### config.mk
export PLATFORM = sky130hd
export DESIGN_NAME = tmr_mt_event
export DESIGN_NICKNAME = d
export VERILOG_FILES = /design/src/rtl/tmr_pkg.sv /design/src/rtl/tmr_count.sv /design/src/rtl/tmr_tsel.sv /design/src/rtl/tmr_steer.sv /design/src/rtl/tmr_mt_event.sv
export SDC_FILE = /design/constraint.sdc
export NUM_CORES = 1
export LEC_CHECK = 0
export ABC_AREA = 1
export BUFFER_PORTS_ARGS = -buffer_cell sky130_fd_sc_hd__buf_4
export CAP_MARGIN = 15
export CELL_PAD_IN_SITES_DETAIL_PLACEMENT = 1
export CELL_PAD_IN_SITES_GLOBAL_PLACEMENT = 2
export CORE_MARGIN = 1.5
export CORE_UTILIZATION = 34
export CTS_BUF_LIST = sky130_fd_sc_hd__clkbuf_2
export DETAILED_ROUTE_END_ITERATION = 16
export PLACE_DENSITY_LB_ADDON = 0.1
export SLEW_MARGIN = 0
export SYNTH_ARGS = -nofsm -noshare
export SYNTH_HDL_FRONTEND = slang
export SYNTH_SLANG_ARGS = --single-unit
### constraint.sdc
create_clock -name clk -period 2.25 [get_ports clk]
set_input_delay 0.1125 -clock clk [delete_from_list [all_inputs] [get_ports clk]]
set_output_delay 0.1125 -clock clk [all_outputs]
set_load 0.01 [all_outputs]
### src/rtl/tmr_pkg.sv
package tmr_pkg;
  localparam int AW = 8;
  localparam logic [AW-1:0] A_COUNT = 8'h21;
  localparam logic [AW-1:0] A_CTRL  = 8'h22;
  localparam logic [AW-1:0] A_LIMIT = 8'h23;
  localparam logic [AW-1:0] A_MASK  = 8'h30;
  localparam logic [AW-1:0] A_MSET  = 8'h31;
  localparam logic [AW-1:0] A_MCLR  = 8'h32;
  localparam int CB_EN  = 0;
  localparam int CB_RUN = 1;
endpackage

### src/rtl/tmr_count.sv
module tmr_count #(
  parameter int DW = 32
) (
  input  logic          clk,
  input  logic          rst_n,
  input  logic          cnt_we,
  input  logic          lim_we,
  input  logic [DW-1:0] wdata,
  input  logic          run,
  output logic [DW-1:0] count,
  output logic [DW-1:0] limit,
  output logic          at_limit
);
  function automatic logic [DW-1:0] step(input logic [DW-1:0] cur,
                                         input logic [DW-1:0] lim,
                                         input logic go);
    return (go && cur != lim) ? cur + 1'b1 : cur;
  endfunction

  assign at_limit = (count == limit);

  always_ff @(posedge clk or negedge rst_n) begin
    if (!rst_n) begin
      count <= '0;
      limit <= '0;
    end else begin
      if (lim_we) limit <= wdata;
      if (cnt_we) count <= wdata;
      else        count <= step(count, limit, run);
    end
  end


  unit_step_chk: assert property (@(posedge clk) disable iff (!rst_n)
    !cnt_we |=> (count == $past(count) || count == $past(count) + 1'b1));
endmodule

### src/rtl/tmr_tsel.sv
module tmr_tsel #(
  parameter int NT = 16,
  parameter int DW = 32,
  localparam int TW = $clog2(NT)
) (
  input  logic          clk,
  input  logic          rst_n,
  input  logic          wr_all,
  input  logic          wr_set,
  input  logic          wr_clr,
  input  logic [DW-1:0] wdata,
  input  logic [TW-1:0] tid,
  output logic [NT-1:0] mask
);
  function automatic logic [NT-1:0] onehot(input logic [TW-1:0] t);
    return {{(NT-1){1'b0}}, 1'b1} << t;
  endfunction

  always_ff @(posedge clk or negedge rst_n) begin
    if (!rst_n)      mask <= '0;
    else if (wr_all) mask <= wdata[NT-1:0];
    else if (wr_set) mask <= mask | onehot(tid);
    else if (wr_clr) mask <= mask & ~onehot(tid);
  end


  own_clear_chk: assert property (@(posedge clk) disable iff (!rst_n)
    wr_clr && !wr_all |=> !mask[$past(tid)]);
endmodule

### src/rtl/tmr_steer.sv
module tmr_steer #(
  parameter int NT = 16
) (
  input  logic          pending,
  input  logic [NT-1:0] mask,
  output logic [NT-1:0] irq
);
  for (genvar i = 0; i < NT; i++) begin : g_thr
    assign irq[i] = pending & mask[i];
  end
endmodule

### src/rtl/tmr_mt_event.sv
module tmr_mt_event #(
  parameter int NT = 16,
  parameter int DW = 32,
  localparam int TW = $clog2(NT)
) (
  input  logic          clk,
  input  logic          rst_n,
  input  logic [7:0]    aux_addr,
  input  logic [DW-1:0] aux_wdata,
  input  logic          aux_we,
  output logic [DW-1:0] aux_rdata,
  input  logic          dbg_halt,
  input  logic [TW-1:0] cur_tid,
  output logic [NT-1:0] thr_irq
);
  import tmr_pkg::*;

  logic          ie, nh, pending;
  logic          ctrl_we, cnt_we, lim_we, msk_we, mset_we, mclr_we;
  logic          run, at_limit, expire;
  logic [DW-1:0] count, limit;
  logic [NT-1:0] mask;

  assign ctrl_we = aux_we && aux_addr == A_CTRL;
  assign cnt_we  = aux_we && aux_addr == A_COUNT;
  assign lim_we  = aux_we && aux_addr == A_LIMIT;
  assign msk_we  = aux_we && aux_addr == A_MASK;
  assign mset_we = aux_we && aux_addr == A_MSET;
  assign mclr_we = aux_we && aux_addr == A_MCLR;

  assign run    = ie && nh && !pending;
  assign expire = ie && at_limit && !pending;

  always_ff @(posedge clk or negedge rst_n) begin
    if (!rst_n) begin
      ie      <= 1'b0;
      nh      <= 1'b0;
      pending <= 1'b0;
    end else if (ctrl_we) begin
      ie      <= aux_wdata[CB_EN];
      nh      <= aux_wdata[CB_RUN] && !dbg_halt;
      pending <= 1'b0;
    end else begin
      if (expire) begin
        pending <= 1'b1;
        ie      <= 1'b0;
      end
      if (dbg_halt) nh <= 1'b0;
    end
  end

  tmr_count #(.DW(DW)) u_count (
    .clk(clk), .rst_n(rst_n), .cnt_we(cnt_we), .lim_we(lim_we),
    .wdata(aux_wdata), .run(run), .count(count), .limit(limit),
    .at_limit(at_limit)
  );

  tmr_tsel #(.NT(NT), .DW(DW)) u_tsel (
    .clk(clk), .rst_n(rst_n), .wr_all(msk_we), .wr_set(mset_we),
    .wr_clr(mclr_we), .wdata(aux_wdata), .tid(cur_tid), .mask(mask)
  );

  tmr_steer #(.NT(NT)) u_steer (
    .pending(pending), .mask(mask), .irq(thr_irq)
  );

  function automatic logic [DW-1:0] view(input logic [7:0] a);
    logic [DW-1:0] v;
    v = '0;
    case (a)
      A_COUNT: v = count;
      A_LIMIT: v = limit;
      A_MASK:  v[NT-1:0] = mask;
      A_CTRL:  begin v[CB_EN] = ie; v[CB_RUN] = nh; end
      default: v = '0;
    endcase
    return v;
  endfunction

  always_ff @(posedge clk or negedge rst_n) begin
    if (!rst_n) aux_rdata <= '0;
    else        aux_rdata <= view(aux_addr);
  end


  ack_clears_chk: assert property (@(posedge clk) disable iff (!rst_n)
    ctrl_we |=> !pending);

  expiry_latch_chk: assert property (@(posedge clk) disable iff (!rst_n)
    ie && at_limit && !pending && !ctrl_we |=> pending && !ie);

  oneshot_hold_chk: assert property (@(posedge clk) disable iff (!rst_n)
    pending && !cnt_we |=> $stable(count));

  halt_freeze_chk: assert property (@(posedge clk) disable iff (!rst_n)
    !nh && !cnt_we |=> $stable(count));

  halt_run_low_chk: assert property (@(posedge clk) disable iff (!rst_n)
    dbg_halt |=> !nh);

  irq_gate_chk: assert property (@(posedge clk) disable iff (!rst_n)
    !pending |-> thr_irq == '0);
endmodule

After elaboration in Yosys (flattened, before gate mapping). Index checks and enable logic that the tools add are counted.

Add/sub/neg operators: 1. Reduce and logical (&&, ||, !) cells: 18. Eq/ne operators: 8. Bitwise gates (word level): 19. Shift operators: 1. Muxes and demuxes: 14.

Operators with widths (number): 2-to-1 mux 32 bit (2); == test 8 x 6 -> 1 bit (second input constant) (6); 2-to-1 mux 16 bit (3); one-hot mux 14 bit (3 select lines) (1); adder 32 x 1 -> 32 bit (second input constant) (1); == test 32 bit (1); inequality test 32 bit (1); one-hot mux 16 bit (2 select lines) (1); bitwise AND 1 bit (16); bitwise AND 16 bit (1); inverter 16 bit (1); bitwise OR 16 bit (1); << shifter 1 x 4 -> 16 bit (first input constant) (1); logical AND 1 bit (12); one-hot mux 2 bit (4 select lines) (1); 2-to-1 mux 1 bit (6); nonzero test 2 bit (3); nonzero test 3 bit (1); zero test 1 bit (2).

Register bits: 115. Output and inout port bits: 48. Logic and storage cells: 68. Input port bits: 48.

Depth between registers and ports, before layout. Gate-level depths: netlist of run 1.

Depth after elaboration: 6. Gate-level depth with buffers: 13. Mapped depth without buffers: 12.

Modules after synthesis. A second synthesis of run 1 with hierarchy kept.

Cell total of the unflattened synthesis: 1017. Area total of the unflattened synthesis: 7173.1 µm².

By module, submodules not included: tmr_count (sequential area each 1601.5 µm², cells each 595, instances 1, area each 4177.8 µm²); tmr_mt_event (sequential area each 875.8 µm², cells each 222, instances 1, area each 1770.4 µm²); tmr_tsel (sequential area each 400.4 µm², cells each 166, instances 1, area each 1061.0 µm²); tmr_steer (sequential area each 0.0 µm², cells each 34, instances 1, area each 163.9 µm²).

Worst setup path before layout of run 1. No wires, ideal clock.

Kind: register -> register. From: reg u_count.count[0]. To: reg u_count.count[30]. Cell stages (with the launch flop): 13. Data arrival time: 1438 ps. Path slack: 696 ps. Library setup time: 117 ps. Buffers on the path: 0. Period minus slack after synthesis: 1554 ps. Required time: 2133 ps. Path through: dfrtp_1 -> ha_1 -> nand3_1 -> nor2_1 -> inv_1 -> nor2_2 -> nand2_1 -> nand2_1 -> nand2_1 -> nand2_1 -> nand2_1 -> nand2_1 -> nand2_1.

Word-level cells in the longest chain between the ends: 3. Elaborated cells between the ends (all ways): 6. Classes of those cells: add/sub: 1; eq/ne: 1; mux: 2; reduce/logical: 2.

Ends and longest elaborated chain: start: declaration (RTL line tmr_count.sv:10) `output logic [DW-1:0] count,`; start signal: assignment (RTL line tmr_count.sv:28) `if (cnt_we) count <= wdata;`; start signal: assignment (RTL line tmr_count.sv:29) `else count <= step(count, limit, run);`; adder 32 x 1 -> 32 bit / inequality test 32 bit (equally long branches) (RTL line tmr_count.sv:17) `return (go && cur != lim) ? cur + 1'b1 : cur;`; 2-to-1 mux 32 bit / logical AND 1 bit (equally long branches) (RTL line tmr_count.sv:17); 2-to-1 mux 32 bit / nonzero test 2 bit (equally long branches).

Several ways; a longest one is shown, not always the timed one. The select of a mux whose other input is x is not followed. A chain may end at the register's enable or synchronous reset.

==> results of run 1 <==
-- synthesized netlist by cell type (6+ instances only) --
cell type	count
xnor2_1	29
o211ai_1	9
clkbuf_2	8
o21ai_0	38
mux2_4	10
o22ai_1	8
o21ai_1	12
buf_2	8
nand4_1	10
clkbuf_1	13
dfrtp_1	115
a21oi_1	17
nor3_1	6
nor2_1	75
nor2_2	7
nand3_1	60
xor2_1	12
nand2_1	339
buf_6	13
o221ai_1	10
inv_1	94
-- worst reg2reg max path: cells and delay by family (launching register included) --
kind                      cells  cell delay (ns)
and+or+nand+nor               9             1.15
DFF                           1             0.45
buffers and inverters         1             0.17
xor gates and xnor gates      1             0.15
-- report_power, final --
| part | leakage (nW) | total [mW] | switching, mW | internal, mW |
|---|---|---|---|---|
| Sequential | 1.53 | 2.18 | 0.0577 | 2.12 |
| Combinational | 2.63 | 0.480 | 0.243 | 0.237 |
| Clock | 0.116 | 1.22 | 0.853 | 0.372 |
| Total | 4.28 | 3.88 | 1.15 | 2.73 |
-- worst min-delay path by stage --
stage	end	slack, ns	from
global route	u_count.limit[25]	0.12	aux_wdata[25]
CTS	aux_rdata[5]	0.07	aux_addr[2]
floorplan	async pin	-0.18	rst_n
detailed placement	u_count.limit[17]	0.13	rst_n
global placement	aux_rdata[16]	0.13	rst_n
finish	flop	0.16	aux_addr[2]
-- layout make-up --
class / instances / area [um^2] / area share, %
timing repair buffer: 181 / 1580 / 18.2
clock inverter: 12 / 93.8 / 1.08
sequential: 115 / 2880 / 33.1
tap: 265 / 332 / 3.81
antenna: 1 / 2.50 / 0.0288
clock buffer: 18 / 90.1 / 1.04
multi-input combinational: 671 / 3350 / 38.5
inverter: 97 / 368 / 4.23
-- cell families (layout without fill, tap and decap cells) --
group | count (synthesis) | count (layout) | synth area share, %
buffers and inverters | 143 | 308 | 9.66
adders and majority gates | 1 | 1 | 0.183
AOI/OAI and AO/OA | 105 | 105 | 9.06
muxes | 12 | 12 | 2.52
and+or+nand+nor | 512 | 512 | 31.3
other | 0 | 1 | 0
xor gates and xnor gates | 41 | 41 | 5.24
DFF | 115 | 115 | 42.0
-- cells in the final DEF (no fill, tap or decap), drive strengths merged, types with 9 or more instances in the layout --
cell and count:
a21oi 17, buf 111, clkbuf 18, dfrtp 115, dlygate4sd3 70, inv 96, mux2 12, nand2 347
nand3 62, nand4 11, nor2 85, o211ai 9, o21ai 50, o221ai 10, xnor2 29, xor2 12
-- through the flow --
step	hold WS (ns)	cells
after floorplan	-0.183	929
after global placement	0.132	1259
after detailed placement	0.135	1259
after CTS	0.0652	1361
after global routing	0.124	1360
final	0.157	1360
-- per-layer routing --
layer | up-vias | share of wire (%)
li1 | 3248 | -
met1 | 3189 | 45
met2 | 118 | 50
met3 | 19 | 3.2
met4 | 0 | 1.3
met5 | - | 0
-- timing repair --
action	4_1_cts	5_1_grt
setup endpoints to repair	0	37
resized for setup	0	9
hold buffers	72	0
endpoints found under the hold margin	213	0
==> metrics, run 1 <==
pin count of the biggest net entering global routing 67; # setup viols final 0; Crit path buffers/inverters 5; Site Rows 51; Pre-antenna DRT Iters 5; worst path setup slack after routing 0.0878 ns; wire length per cell 17.6 um; cell taking the most area after synthesis dfrtp_1; Yosys top cell area share 42.0%; syn_area_per_cell 7.38 um^2; die footprint 21,000 um^2; io pins 96; DR vias 6,574; Max Clk Rate 462 MHz; met3 Usage GRT 3.55%; Final nets 1,132; Max-Cap Viols 0; RSZ-0062 raised after global routing false; met1 Use GR 29.8%; pwr dens 447 nW/um^2; post-synthesis sequential area ratio 42.0%; run status completed; Hold Crit Class primary input to flop; Die H 145 um; design area 8690 um^2; routability-driven placement congestion ratio 0.818; slew margin rel. 37.3%; Top Usage Layer GRT met2; reg-to-reg slack, setup 0.20 ns; H-tree Lvls 4; crit path kind primary input to flop; Post-route DRC 0; CP startpoint aux_addr[1]; Pleak 4.28 nW; Max Root-Sink Buffers 2; clk sinks 115; critical path depth 10; Fill cells 2,490; Slew Limit Fails 0; layout cell share with drive strength beyond 1 16.5%; Synth Register Bits 115; GRT overflow 0; EDFF count, synth 0; Critical R2R Launch u_count.count[5]; I/O Buffers 95; Worst R2R Path Depth 11; post-place setup slack 0.0972 ns; Clock Latency Late Sink 0.72 ns; Area Growth Syn to Fin 26.9%; Die Wd 145 um; Cell variety after synth 37; most common flop cell mapped by yosys dfrtp_1; post-detailed-route via-to-cell ratio 4.83; fraction of registers with async set/reset 100%; CTS buffer count 17; power after layout 3.88 mW; worst-path maximum fanout 6; number of global-route vias before repair 6,953; Final TNS setup 0 ns; CP most frequent cell dlygate4sd3_1; Slew @ Worst Pin 0.940 ns; Detail Placement HPWL 16,900 um; Critical Path Sink Type flop; Routed WL 23,900 um; crit-path leading delay family buffers and inverters; CTS tree yes; fin util 44.4%; CP startpoint kind primary input; Period minus WS final 2.16 ns; Worst EP required 2.93 ns; Worst-path clk slew 0.19 ns; Core Box Area 19,600 um^2; Arrival @ worst endpoint 2.84 ns; Initial Utilization 35.0%; initial antenna violation count 1; Post-CTS Setup Inserts 0; cells after synthesis 929; top cells by area, synth dfrtp_1 42%, nand2_1 19%, inv_1 5.1%, nand3_1 4.4%, nor2_1 4.1%; final hold viol count 0; antenna-violating nets left 0; mapped cell area 6850 um^2; RR Endpoint u_count.count[8]; Cell Chain, Critical Path buf_4 -> dlygate4sd3_1 -> a21oi_1 -> dlygate4sd3_1 -> nand2_2 -> buf_4 -> a21oi_1 -> nor2_1 -> a31oi_1 -> dlygate4sd3_1; total of warnings raised by yosys 0; ratio of final minimum period to clock period 96.1%; initial DRC count 244; worst vdd ir 208 uV; Crit-path slowest cell dlygate4sd3_1; first-pass GRT wire length 38,300 um; aggregate global-route resource usage 23.5%; Root Buffer clkbuf_2; dpl cell area 7770 um^2; met2 GRT Util 41.0%; Max Clock Skew 0.0327 ns; nets in the synthesized netlist 978; Crit path largest cell delay 0.62 ns; worst hold stages 8
No activity file was read; power rests on OpenSTA's default activity.
==> run 2, diff against run 1 <==
- PLACE_DENSITY: default -> 0.81
- PLACE_DENSITY_LB_ADDON: 0.1 -> default
==> run 2 against run 1 <==
  * Wire length decreased by 2.0%
  * Register-to-register slack lost 0.03 ns
  * Clock power grew 30%
  * Largest cell class unchanged
  * Setup slack worse by 0.0056 ns
  * Maximum frequency shrank 0.26%
  * Flip-flop and latch count is the same
  * Final cell count unchanged
  * Total power rose by 9.0%
  * Final area increased by 0.19%
  * Global-route usage fell by 0.35 points
==> metrics, run 2 (synthesized netlist as in run 1, its figures left out) <==
initial DRC count 268; Core Box Area 19,600 um^2; Period minus WS final 2.17 ns; Pleak 4.32 nW; Final nets 1,130; initial antenna violation count 1; routability-driven placement congestion ratio 0.834; Storage cell area 2880 um^2; area used by multi-input combinational logic 3330 um^2; Max Clock Skew 0.0317 ns; worst vdd ir 280 uV; GRT overflow 0; design area 8710 um^2; Fill cells 2,488; final hold viol count 0; layout cell share with drive strength beyond 1 16.9%; post-place setup slack 0.137 ns; H-tree Lvls 4; Clock Latency Late Sink 0.70 ns; most frequent cells in the layout 339 x nand2_1, 114 x dfrtp_1, 114 x buf_4; Max Root-Sink Buffers 2; Area Growth Syn to Fin 27.1%; wire length per cell 17.2 um; aggregate global-route resource usage 23.1%; DR vias 6,564; CTS tree yes; post-detailed-route via-to-cell ratio 4.83; pin count of the biggest net entering global routing 43; Critical Path Sink Type flop; Routed WL 23,500 um; worst path setup slack after routing 0.0822 ns; Die Wd 145 um; Arrival @ worst endpoint 2.76 ns; crit path kind primary input to flop; Worst-path clk slew 0.21 ns; Hold Crit Class primary input to flop; worst-path maximum fanout 14; I/O Buffers 95; Max Clk Rate 461 MHz; RSZ-0062 raised after global routing false; commonest non-fill, non-tap cell in the layout nand2_1; pwr dens 486 nW/um^2; Slew Limit Fails 0; Root Buffer clkbuf_2; clk sinks 115; Detail Placement HPWL 17,000 um; number of global-route vias before repair 6,889; Final TNS setup 0 ns; Site Rows 51; Die H 145 um; fin util 44.5%; run status completed; # setup viols final 0; CP startpoint kind primary input; ratio of final minimum period to clock period 96.3%; dpl cell area 7780 um^2; Initial Utilization 35.0%; antenna-violating nets left 0; first-pass GRT wire length 37,800 um; CTS buffer count 17; die footprint 21,000 um^2; Worst EP required 2.84 ns; slew margin rel. 61.1%; Slew @ Worst Pin 0.583 ns; Max-Cap Viols 0; Post-route DRC 0; Pre-antenna DRT Iters 4; io pins 96
==> run 2: repair_timing <==
action / 4_1_cts / 5_1_grt
endpoints found under the hold margin: 212 / 0
setup endpoints to repair: 0 / 18
hold buffers: 63 / 0
setup buffers: 0 / 0
gates resized for setup: 0 / 5
==> run 2: area by class of cell <==
type                    instances  share of cell area, %
well taps                     265                   3.81
repair buffers                179                   17.7
inverters                      97                   4.18
clock buffers                  21                   1.21
clock inverters                11                   1.84
flip-flops and latches        115                   33.1
diodes                          1                 0.0287
multi-input cells             671                   38.2
==> run 2: worst paths after layout <==
kind	start	endpoint	slack [ns]	depth (start not counted)
min reg2reg	u_count.limit[21]	aux_rdata[21]	0.56	2
max reg2reg	u_count.count[0]	u_count.count[14]	0.17	10
max	aux_addr[7]	aux_rdata[20]	0.08	10
min in group asynchronous	rst_n	async pin	0.48	4
min	aux_addr[1]	flop	0.09	5
max in group asynchronous	rst_n	aux_rdata[30]	1.48	4
==> run 2: worst max-delay path, cell delays in order <==
cell	delay (ns)
buf_4	0.11
nor2_2	0.12
nand3_2	0.06
dlygate4sd3_1	0.61
nor2_2	0.21
dlygate4sd3_1	0.63
buf_4	0.15
inv_1	0.20
buf_4	0.29
o22ai_1	0.25
==> run 2: stage by stage <==
step           std cells  hold slack [ns]  power [mW]
3_5_place_dp        1264            0.123        2.62
4_1_cts             1359           0.0350        4.29
6_report            1360           0.0935        4.23
3_3_place_gp        1264            0.121        2.61
2_1_floorplan        929           -0.183        2.39
5_1_grt             1360           0.0821        4.43
==> run 2: power by group <==
group / internal (mW) / total (mW) / switching, mW
logic: 0.234 / 0.477 / 0.242
registers: 2.12 / 2.18 / 0.0563
clock network: 0.736 / 1.58 / 0.844
total: 3.09 / 4.23 / 1.14
==> run 2: metal layers <==
| metal | routed length, um | GRT usage, % | up-vias |
|---|---|---|---|
| met1 | 11100 | 30.8 | 3173 |
| met4 | 352 | 5.88 | 0 |
| met2 | 11300 | 38.8 | 120 |
| li1 | - | - | 3247 |
| met3 | 739 | 3.93 | 24 |
| met5 | 0 | 0 | - |
==> run 3, diff against run 2 <==
--- a/config.mk
+++ b/config.mk
@@ -15,5 +15,5 @@
 export CTS_BUF_LIST = sky130_fd_sc_hd__clkbuf_2
 export DETAILED_ROUTE_END_ITERATION = 16
-export PLACE_DENSITY = 0.81
+export PLACE_DENSITY_LB_ADDON = 0.3
 export SLEW_MARGIN = 0
 export SYNTH_ARGS = -nofsm -noshare
==> constraint.sdc (replaced) <==
create_clock -name clk -period 2.25 [get_ports clk]
set_input_delay 0.45 -clock clk [delete_from_list [all_inputs] [get_ports clk]]
set_output_delay 0.45 -clock clk [all_outputs]
set_load 0.01 [all_outputs]
==> run 3 against run 2 <==
  * Setup slack gained 0.089 ns
  * Combinational power shrank 9.6%
  * Critical path depth shrank 7
  * Core utilization shrank 1.8 points
  * Non-clock buffer count shrank 30
  * Final area shrank 4.0%
  * Largest power group unchanged
  * Maximum frequency grew 4.3%
  * Final cell count shrank 2.3%
==> metrics, run 3 (synthesized netlist as in run 1, its figures left out) <==
Arrival @ worst endpoint 1.63 ns; crit path kind flop to primary output; Final TNS setup 0 ns; run status completed; worst hold start aux_wdata[11]; GRT overflow 0; Final nets 1,100; slew margin rel. 56.1%; commonest non-fill, non-tap cell in the layout nand2_1; Pre-antenna DRT Iters 5; Slew @ Worst Pin 0.658 ns; Worst-path clk slew 0.19 ns; worst-path maximum fanout 19; initial DRC count 284; Max Clk Rate 481 MHz; non-filler cells, final 1,329; Crit path buffers/inverters 2; final hold viol count 0; Crit path largest cell delay 0.63 ns; worst vdd ir 279 uV; Critical R2R Launch u_count.count[27]; critical path depth 3; io pins 96; RR Endpoint u_count.count[27]; Slew Limit Fails 0; reg-to-reg slack, setup 0.24 ns; Critical Path Sink Type primary output; Worst R2R Path Depth 12; Cell Chain, Critical Path nand2_1 -> inv_1 -> buf_4; Max Clock Skew 0.0336 ns; most frequent cells in the layout 339 x nand2_1, 118 x buf_4, 113 x dfrtp_1; power after layout 4.07 mW; aggregate global-route resource usage 22.5%; I/O Buffers 95; Area Growth Syn to Fin 22.0%; # setup viols final 0; DR vias 6,511; Hold WS 0.0849 ns; Core Box Area 19,600 um^2; routability-driven placement congestion ratio 0.830; crit-path leading delay family flip-flops; number of global-route vias before repair 6,811; wire length per cell 17.1 um; Detail Placement HPWL 16,600 um; Hold Crit Class primary input to flop; fin util 42.7%; H-tree Lvls 4; Initial Utilization 35.0%; Routed WL 22,800 um; post-detailed-route via-to-cell ratio 4.90; worst hold stages 3; CP startpoint kind flop; Die H 145 um; Worst EP required 1.80 ns; Worst Hold Path EP u_count.limit[11]; pwr dens 487 nW/um^2; first-pass GRT wire length 36,800 um; layout cell share with drive strength beyond 1 17.8%; clk sinks 115; antenna-violating nets left 0; Max-Cap Viols 0; Max Root-Sink Buffers 2; pin count of the biggest net entering global routing 45; CTS buffer count 17; Site Rows 51; Inst Count DP 1,268; Die Wd 145 um; Post-route DRC 0; Pleak 4.17 nW; die footprint 21,000 um^2; Root Buffer clkbuf_2; ratio of final minimum period to clock period 92.4%; Clock Latency Late Sink 0.71 ns; Crit-path slowest cell dfrtp_4; initial antenna violation count 1; CTS tree yes; Period minus WS final 2.08 ns
run 3: cell count changes in the layout (fill, tap and decap cells not counted), sizes merged:
cell          previous run  this run
clkinvlp                 3         4
buf                    117       121
dlygate4sd3             61        28
bufinv                   4         3
clkbuf                  21        20
dlymetal6s4s             1         0
run 3: stage by stage:
step,worst slack (ns),cell area (um^2)
final,0.171,8360
after CTS,0.0735,8330
after global placement,0.109,7820
after detailed placement,0.0716,7820
after floorplan,0.619,6850
after global routing,-0.00104,8360
run 3: worst max path at each step:
stage                     start                end  slack, ns
finish                  pending        thr_irq[13]       0.17
global route            pending         thr_irq[4]     -0.001
CTS                     pending         thr_irq[8]       0.07
detailed placement  aux_addr[3]   u_count.count[7]       0.07
global placement    aux_addr[3]   u_count.count[7]       0.11
floorplan           aux_addr[7]  u_count.limit[16]       0.62
run 3: final cells by class:
class	instances	area, um^2
Antenna cell	1	2.50
Clock buffer	20	100
Clock inverter	11	138
Fill cell	2492	11200
Inverter	97	364
Multi-Input combinational cell	671	3310
Sequential cell	115	2880
Tap cell	265	332
Timing Repair Buffer	149	1230
run 3: per-layer routing:
metal  wire (um)  GRT usage [%]  vias to the layer above
met5           0              0                        -
met4         217           4.69                        0
met3         818           4.43                       15
met2       11100           37.3                      123
met1       10700           30.4                     3197
li1            -              -                     3176
run 3: report_power, final:
group / internal, mW / total (mW) / switching [mW] / leakage [nW]
Clock: 0.614 / 1.45 / 0.839 / 0.137
Sequential: 2.12 / 2.18 / 0.0623 / 1.52
Combinational: 0.204 / 0.431 / 0.228 / 2.51
run 3: repair_timing:
item / 4_1_cts / 5_1_grt
hold buffers: 27 / 1
setup buffers: 0 / 1
setup endpoints to repair: 16 / 18
pin swaps: 0 / 0
endpoints found under the hold margin: 67 / 1
resized for setup: 1 / 3
run 3: worst register-to-register path, delay by kind of cell (launching register included):
kind	cells	cell delay, ns
DFF	1	0.50
buffers and inverters	1	0.14
and+or+nand+nor	11	1.26
